$ cat config.mk
export PLATFORM = sky130hd
export DESIGN_NAME = trap_dispatch_seq
export DESIGN_NICKNAME = d
export VERILOG_FILES = /design/src/rtl/trapseq_pkg.sv /design/src/rtl/tseq_vec_addr.sv /design/src/rtl/tseq_ctrl.sv /design/src/rtl/tseq_hold.sv /design/src/rtl/trap_dispatch_seq.sv
export SDC_FILE = /design/constraint.sdc
export NUM_CORES = 1
export LEC_CHECK = 0
export BUFFER_PORTS_ARGS = -buffer_cell sky130_fd_sc_hd__buf_2
export CORE_MARGIN = 2
export CORE_UTILIZATION = 44
export CTS_CLUSTER_DIAMETER = 30
export DETAILED_ROUTE_END_ITERATION = 10
export GPL_TIMING_DRIVEN = 1
export PLACE_DENSITY = 0.88
export SLEW_MARGIN = 20
export SYNTH_ARGS = -nofsm -noshare
export SYNTH_HDL_FRONTEND = slang
export SYNTH_HIERARCHICAL = 1
export SYNTH_SLANG_ARGS = --single-unit
$ cat constraint.sdc
create_clock -name clk -period 1.9 [get_ports clk]
set_clock_uncertainty 0.05 [all_clocks]
set_input_delay 0.38 -clock clk [delete_from_list [all_inputs] [get_ports clk]]
set_output_delay 0.38 -clock clk [all_outputs]
set_load 0.03 [all_outputs]
$ cat src/rtl/trapseq_pkg.sv
package trapseq_pkg;
   typedef enum logic [2:0] {
      ST_IDLE = 3'd0,
      ST_REQ  = 3'd1,
      ST_WAIT = 3'd2,
      ST_LINK = 3'd3,
      ST_JUMP = 3'd4,
      ST_DONE = 3'd5
   } tseq_state_e;
endpackage

$ cat src/rtl/tseq_vec_addr.sv
module tseq_vec_addr #(
   parameter int VEC_W      = 8,
   parameter int ADDR_W     = 16,
   parameter int TABLE_BASE = 0
) (
   input  logic [VEC_W-1:0]  vec,
   output logic [ADDR_W-1:0] addr
);
   localparam int PAD_W = ADDR_W - VEC_W;

   generate
      if (VEC_W > ADDR_W) begin : g_bad_width
         $error("vector wider than address");
      end
      if (TABLE_BASE == 0) begin : g_zero_base
         assign addr = {{PAD_W{1'b0}}, vec};
      end else begin : g_offset_base
         localparam logic [ADDR_W-1:0] BASE = ADDR_W'(TABLE_BASE);
         assign addr = BASE + {{PAD_W{1'b0}}, vec};
      end
   endgenerate
endmodule

$ cat src/rtl/tseq_ctrl.sv
module tseq_ctrl
   import trapseq_pkg::*;
(
   input  logic        clk,
   input  logic        rst_n,
   input  logic        trap_start,
   input  logic        ret_start,
   input  logic        mem_valid,
   output tseq_state_e state,
   output logic        take_trap,
   output logic        take_ret,
   output logic        take_fetch
);
   tseq_state_e nxt;

   assign take_trap  = (state == ST_IDLE) && trap_start;
   assign take_ret   = (state == ST_IDLE) && ret_start && !trap_start;
   assign take_fetch = (state == ST_WAIT) && mem_valid;

   always_comb begin
      nxt = state;
      case (state)
         ST_IDLE: if (take_trap) nxt = ST_REQ;
                  else if (take_ret) nxt = ST_JUMP;
         ST_REQ:  nxt = ST_WAIT;
         ST_WAIT: if (take_fetch) nxt = ST_LINK;
         ST_LINK: nxt = ST_DONE;
         ST_JUMP: nxt = ST_DONE;
         ST_DONE: nxt = ST_IDLE;
         default: nxt = ST_IDLE;
      endcase
   end

   always_ff @(posedge clk) begin
      if (!rst_n) state <= ST_IDLE;
      else        state <= nxt;
   end

   // a wait cycle without valid stays in wait
   a_r3_wait_holds: assert property (@(posedge clk) disable iff (!rst_n)
      (state == ST_WAIT && !mem_valid) |=> (state == ST_WAIT));
   // a busy state never returns to request without passing idle
   a_r7_no_restart: assert property (@(posedge clk) disable iff (!rst_n)
      (state != ST_IDLE) |=> (state != ST_REQ));
endmodule

$ cat src/rtl/tseq_hold.sv
module tseq_hold #(
   parameter int VEC_W  = 8,
   parameter int DATA_W = 16
) (
   input  logic              clk,
   input  logic              rst_n,
   input  logic              take_trap,
   input  logic              take_ret,
   input  logic              take_fetch,
   input  logic              hold_chk,
   input  logic [VEC_W-1:0]  vec_in,
   input  logic [DATA_W-1:0] pc_in,
   input  logic [DATA_W-1:0] r7_in,
   input  logic [DATA_W-1:0] rdata_in,
   output logic [VEC_W-1:0]  vec_q,
   output logic [DATA_W-1:0] link_q,
   output logic [DATA_W-1:0] target_q
);
   always_ff @(posedge clk) begin
      if (!rst_n) begin
         vec_q    <= '0;
         link_q   <= '0;
         target_q <= '0;
      end else begin
         if (take_trap) begin
            vec_q  <= vec_in;
            link_q <= pc_in;
         end
         if (take_ret)   target_q <= r7_in;
         if (take_fetch) target_q <= rdata_in;
      end
   end

   // link address untouched while the table read is outstanding
   a_r10_link_stable: assert property (@(posedge clk) disable iff (!rst_n)
      hold_chk |=> $stable(link_q));
endmodule

$ cat src/rtl/trap_dispatch_seq.sv
module trap_dispatch_seq
   import trapseq_pkg::*;
#(
   parameter int VEC_W      = 8,
   parameter int DATA_W     = 16,
   parameter int REG_IDX_W  = 3,
   parameter int LINK_REG   = 7,
   parameter int TABLE_BASE = 0
) (
   input  logic                 clk,
   input  logic                 rst_n,
   input  logic                 trap_start,
   input  logic [VEC_W-1:0]     trap_vec,
   input  logic [DATA_W-1:0]    pc_next,
   input  logic                 ret_start,
   input  logic [DATA_W-1:0]    r7_val,
   output logic                 mem_req,
   output logic [DATA_W-1:0]    mem_addr,
   input  logic                 mem_valid,
   input  logic [DATA_W-1:0]    mem_rdata,
   output logic                 reg_we,
   output logic [REG_IDX_W-1:0] reg_waddr,
   output logic [DATA_W-1:0]    reg_wdata,
   output logic                 pc_ld,
   output logic [DATA_W-1:0]    pc_val,
   output logic                 busy,
   output logic                 done
);
   localparam logic [REG_IDX_W-1:0] LINK_IDX = REG_IDX_W'(LINK_REG);

   generate
      if (LINK_REG >= (1 << REG_IDX_W)) begin : g_bad_link
         $error("link register index out of range");
      end
   endgenerate

   tseq_state_e          state;
   logic                 take_trap, take_ret, take_fetch;
   logic [VEC_W-1:0]     vec_q;
   logic [DATA_W-1:0]    link_q, target_q;

   tseq_ctrl u_ctrl (
      .clk        (clk),
      .rst_n      (rst_n),
      .trap_start (trap_start),
      .ret_start  (ret_start),
      .mem_valid  (mem_valid),
      .state      (state),
      .take_trap  (take_trap),
      .take_ret   (take_ret),
      .take_fetch (take_fetch)
   );

   tseq_hold #(.VEC_W(VEC_W), .DATA_W(DATA_W)) u_hold (
      .clk        (clk),
      .rst_n      (rst_n),
      .take_trap  (take_trap),
      .take_ret   (take_ret),
      .take_fetch (take_fetch),
      .hold_chk   (state == ST_WAIT),
      .vec_in     (trap_vec),
      .pc_in      (pc_next),
      .r7_in      (r7_val),
      .rdata_in   (mem_rdata),
      .vec_q      (vec_q),
      .link_q     (link_q),
      .target_q   (target_q)
   );

   tseq_vec_addr #(.VEC_W(VEC_W), .ADDR_W(DATA_W), .TABLE_BASE(TABLE_BASE)) u_addr (
      .vec  (vec_q),
      .addr (mem_addr)
   );

   assign mem_req   = (state == ST_REQ);
   assign reg_we    = (state == ST_LINK);
   assign reg_waddr = LINK_IDX;
   assign reg_wdata = link_q;
   assign pc_ld     = (state == ST_LINK) || (state == ST_JUMP);
   assign pc_val    = target_q;
   assign busy      = (state != ST_IDLE);
   assign done      = (state == ST_DONE);

   // request lasts a single cycle
   a_r2_req_single: assert property (@(posedge clk) disable iff (!rst_n)
      mem_req |=> !mem_req);
   // every register write is the link write paired with a PC load
   a_r4_link_pair: assert property (@(posedge clk) disable iff (!rst_n)
      reg_we |-> (pc_ld && reg_waddr == LINK_IDX));
   // completion follows every PC load
   a_r5_done_after_load: assert property (@(posedge clk) disable iff (!rst_n)
      pc_ld |=> (done && !pc_ld));
   // request only while busy
   a_r6_busy_on_req: assert property (@(posedge clk) disable iff (!rst_n)
      mem_req |-> busy);
   // idle after done
   a_r6_idle_after_done: assert property (@(posedge clk) disable iff (!rst_n)
      done |=> !busy);
endmodule

==> summary.md <==
| Metric | Value |
|---|---|
| Post-CTS sizing | `0` |
| First-pass GRT wire length | `between 6000 and 7000 um` |
| Critical path class | `flip-flop to output pin` |
| Clock Pin Slew Worst Setup and Hold Paths | `0.08 ns` |
| Ys Warns | `6` |
| Nets | `around 350` |
| CTS Buffer Depth | `2` |
| Full die area | `about 0.0054 mm^2` |
| Die width | `73.4 um` |
| Worst reg-to-reg setup slack | `0.27 ns` |
| Routed Antenna Nets | `0` |
| Required time worst endpoint | `approximately 1.5 ns` |
| Layout area overhead | `28.0%` |
| Vias in the first global route | `roughly 1500` |
| Total Wirelength | `around 4000 um` |
| DR DRC count | `0` |
| Leak | `between 1 and 1.5 nW` |
| Layout cells sized above 1 | `a little under half` |
| Initial Utilization | `between 40% and 50%` |
| Initial antenna violation count | `0` |
| Routed vias/inst | `4.81` |
| Cts hold-fix bufs | `0` |
| CP Launch Type | `flip-flop` |
| R2R Path End | `u_hold/target_q[1]$_SDFFE_PN0P_` |
| CTS tree | `done` |
| Hold WS | `0.305 ns` |
| Avg Inst Size Synth | `10.8 um^2` |
| Die H | `73.4 um` |
| RSZ-0062 raised after global routing | `no` |
| Period utilisation layout | `93.3%` |
| Layout Utilization | `57.9%` |
| Maximum vdd drop | `0.000475 V` |
| DR pass1 iterations | `4` |
| Routed length per instance | `between 10 and 15 um` |
| Total Neg Setup Slack | `0 ns` |
| RePlAce Congestion | `around 0.75` |
| Setup repair bufs after CTS | `0` |
| Power per cell area | `around 960 mW/mm^2` |
| Crit path from | `u_ctrl/state[2]$_SDFFE_PN0P_` |
| CP Cell Sequence | `buf_4, and3b_1, a21o_1, buf_2` |
| N_diodes | `0` |
| Synth Cell Area | `around 0.0021 mm^2` |
| CP peak stage delay | `0.36 ns` |
| FILL cells | `a little over 400` |
| Min Tclk post-route | `around 1.8 ns` |
| Core Rows | `25` |
| Number of port buffers | `around 110` |
| Clock latency on the worst-skew pair | `around 0.28 ns` |
| H-tree levels | `2` |
| Min-Delay Path Class | `input port to flip-flop` |
| Final Setup Violations | `0` |
| Peak Freq | `about 560 MHz` |
| Total GRT Usage | `between 10% and 20%` |
| Fin. max-slew vios | `0` |
| Via count | `~1700` |
| FF-to-FF path depth | `4` |
| DP HPWL | `~3000 um` |
| Critical Path End | `pc_ld` |
| Critical Path Sink Type | `output pin` |
| Final Hold Viols | `0` |
| Clock Sinks | `43` |
| CP arrival | `about 1.3 ns` |
| Largest net degree at the start of global routing | `45` |
| Crit path max fanout | `12` |
| Max-Cap Viols | `0` |
| IO Count | `about 120` |
| Mapped Cells | `196` |
| Core Area | `approximately 0.0047 mm^2` |
| Total grt overflow | `0` |
| Crit path max-delay cell type | `dfxtp_1` |
| Cts bufs inserted | `5` |
| CTS root buf | `clkbuf_8` |
| Worst r2r src | `u_ctrl/state[0]$_SDFFE_PN0P_` |
| Status | `completed` |
| Number of DRC markers in iteration 0 | `30` |
-- cell usage in the layout (no fill, tap or decap) --
master,instances
nand4b_1,1
buf_2,105
nor4_2,1
nor3_2,1
mux2_4,10
nand2_1,2
o21ai_1,3
clkinv_2,1
mux2i_1,24
conb_1,11
xnor2_1,1
nor3b_1,2
dfxtp_1,43
nor2b_1,26
buf_4,3
buf_12,4
and3b_2,1
a21o_1,1
or2b_1,1
o211a_1,16
and3b_1,1
clkinvlp_4,2
nor2_1,2
nor4b_2,1
or3_1,1
nand2b_1,16
a21boi_1,1
mux2_2,6
clkbuf_8,5
-- layer usage --
metal / GRT usage, % / share of wire (%) / up-vias
met1: 15.5 / 42 / 754
met3: 5.35 / 9.2 / 2
li1: - / - / 826
met2: 27.3 / 48 / 83
met5: 0 / 0 / -
met4: 4.24 / 0.47 / 0
-- worst max-delay path: cells and delay by family, from the launching register on --
family | cells | cell delay [ns]
buf+inv | 2 | 0.36
flops | 1 | 0.36
simple gates | 1 | 0.20
compound gates | 1 | 0.14
-- flip-flops by register name, indices dropped and copies added, names as in the netlist --
register,count
u_ctrl/state,3
u_hold/link_q,16
u_hold/target_q,16
u_hold/vec_q,8
-- stage by stage --
step / area (um^2) / power (mW) / cells / worst slack, ns
floorplan: 2150 / 1.86 / 205 / 0.174
global placement: 2630 / 2.05 / 338 / 0.0919
detailed placement: 2630 / 2.08 / 338 / 0.0420
CTS: 2720 / 2.64 / 346 / 0.113
global route: 2720 / 2.76 / 346 / 0.0658
finish: 2720 / 2.61 / 346 / 0.127
-- area by class of cell --
cell class | instances | area (um^2) | area share [%]
repair buffers | 112 | 628 | 23.1
clock inverters | 3 | 20.0 | 0.737
clock buffers | 5 | 68.8 | 2.53
well taps | 54 | 67.6 | 2.49
flip-flops and latches | 43 | 861 | 31.7
multi-input cells | 129 | 1070 | 39.4
-- how the worst min path moves through the flow --
| stage | startpoint | slack [ns] | to | depth (start not counted) |
|---|---|---|---|---|
| floorplan | u_hold/vec_q[5]$_SDFFE_PN0P_ | 0.43 | u_hold/vec_q[5]$_SDFFE_PN0P_ | 2 |
| global placement | u_hold/vec_q[0]$_SDFFE_PN0P_ | 0.44 | u_hold/vec_q[0]$_SDFFE_PN0P_ | 2 |
| detailed placement | u_hold/link_q[6]$_SDFFE_PN0P_ | 0.45 | u_hold/link_q[6]$_SDFFE_PN0P_ | 2 |
| CTS | pc_next[14] | 0.30 | u_hold/link_q[14]$_SDFFE_PN0P_ | 3 |
| global route | pc_next[13] | 0.29 | u_hold/link_q[13]$_SDFFE_PN0P_ | 3 |
| finish | trap_vec[2] | 0.30 | u_hold/vec_q[2]$_SDFFE_PN0P_ | 3 |
-- where the power goes --
group	internal [mW]	switching [mW]	leakage, nW
clock network	0.256	0.304	0.0402
logic	0.420	0.553	1.10
registers	1.02	0.0557	0.352
(Power assumes the default switching activity.)
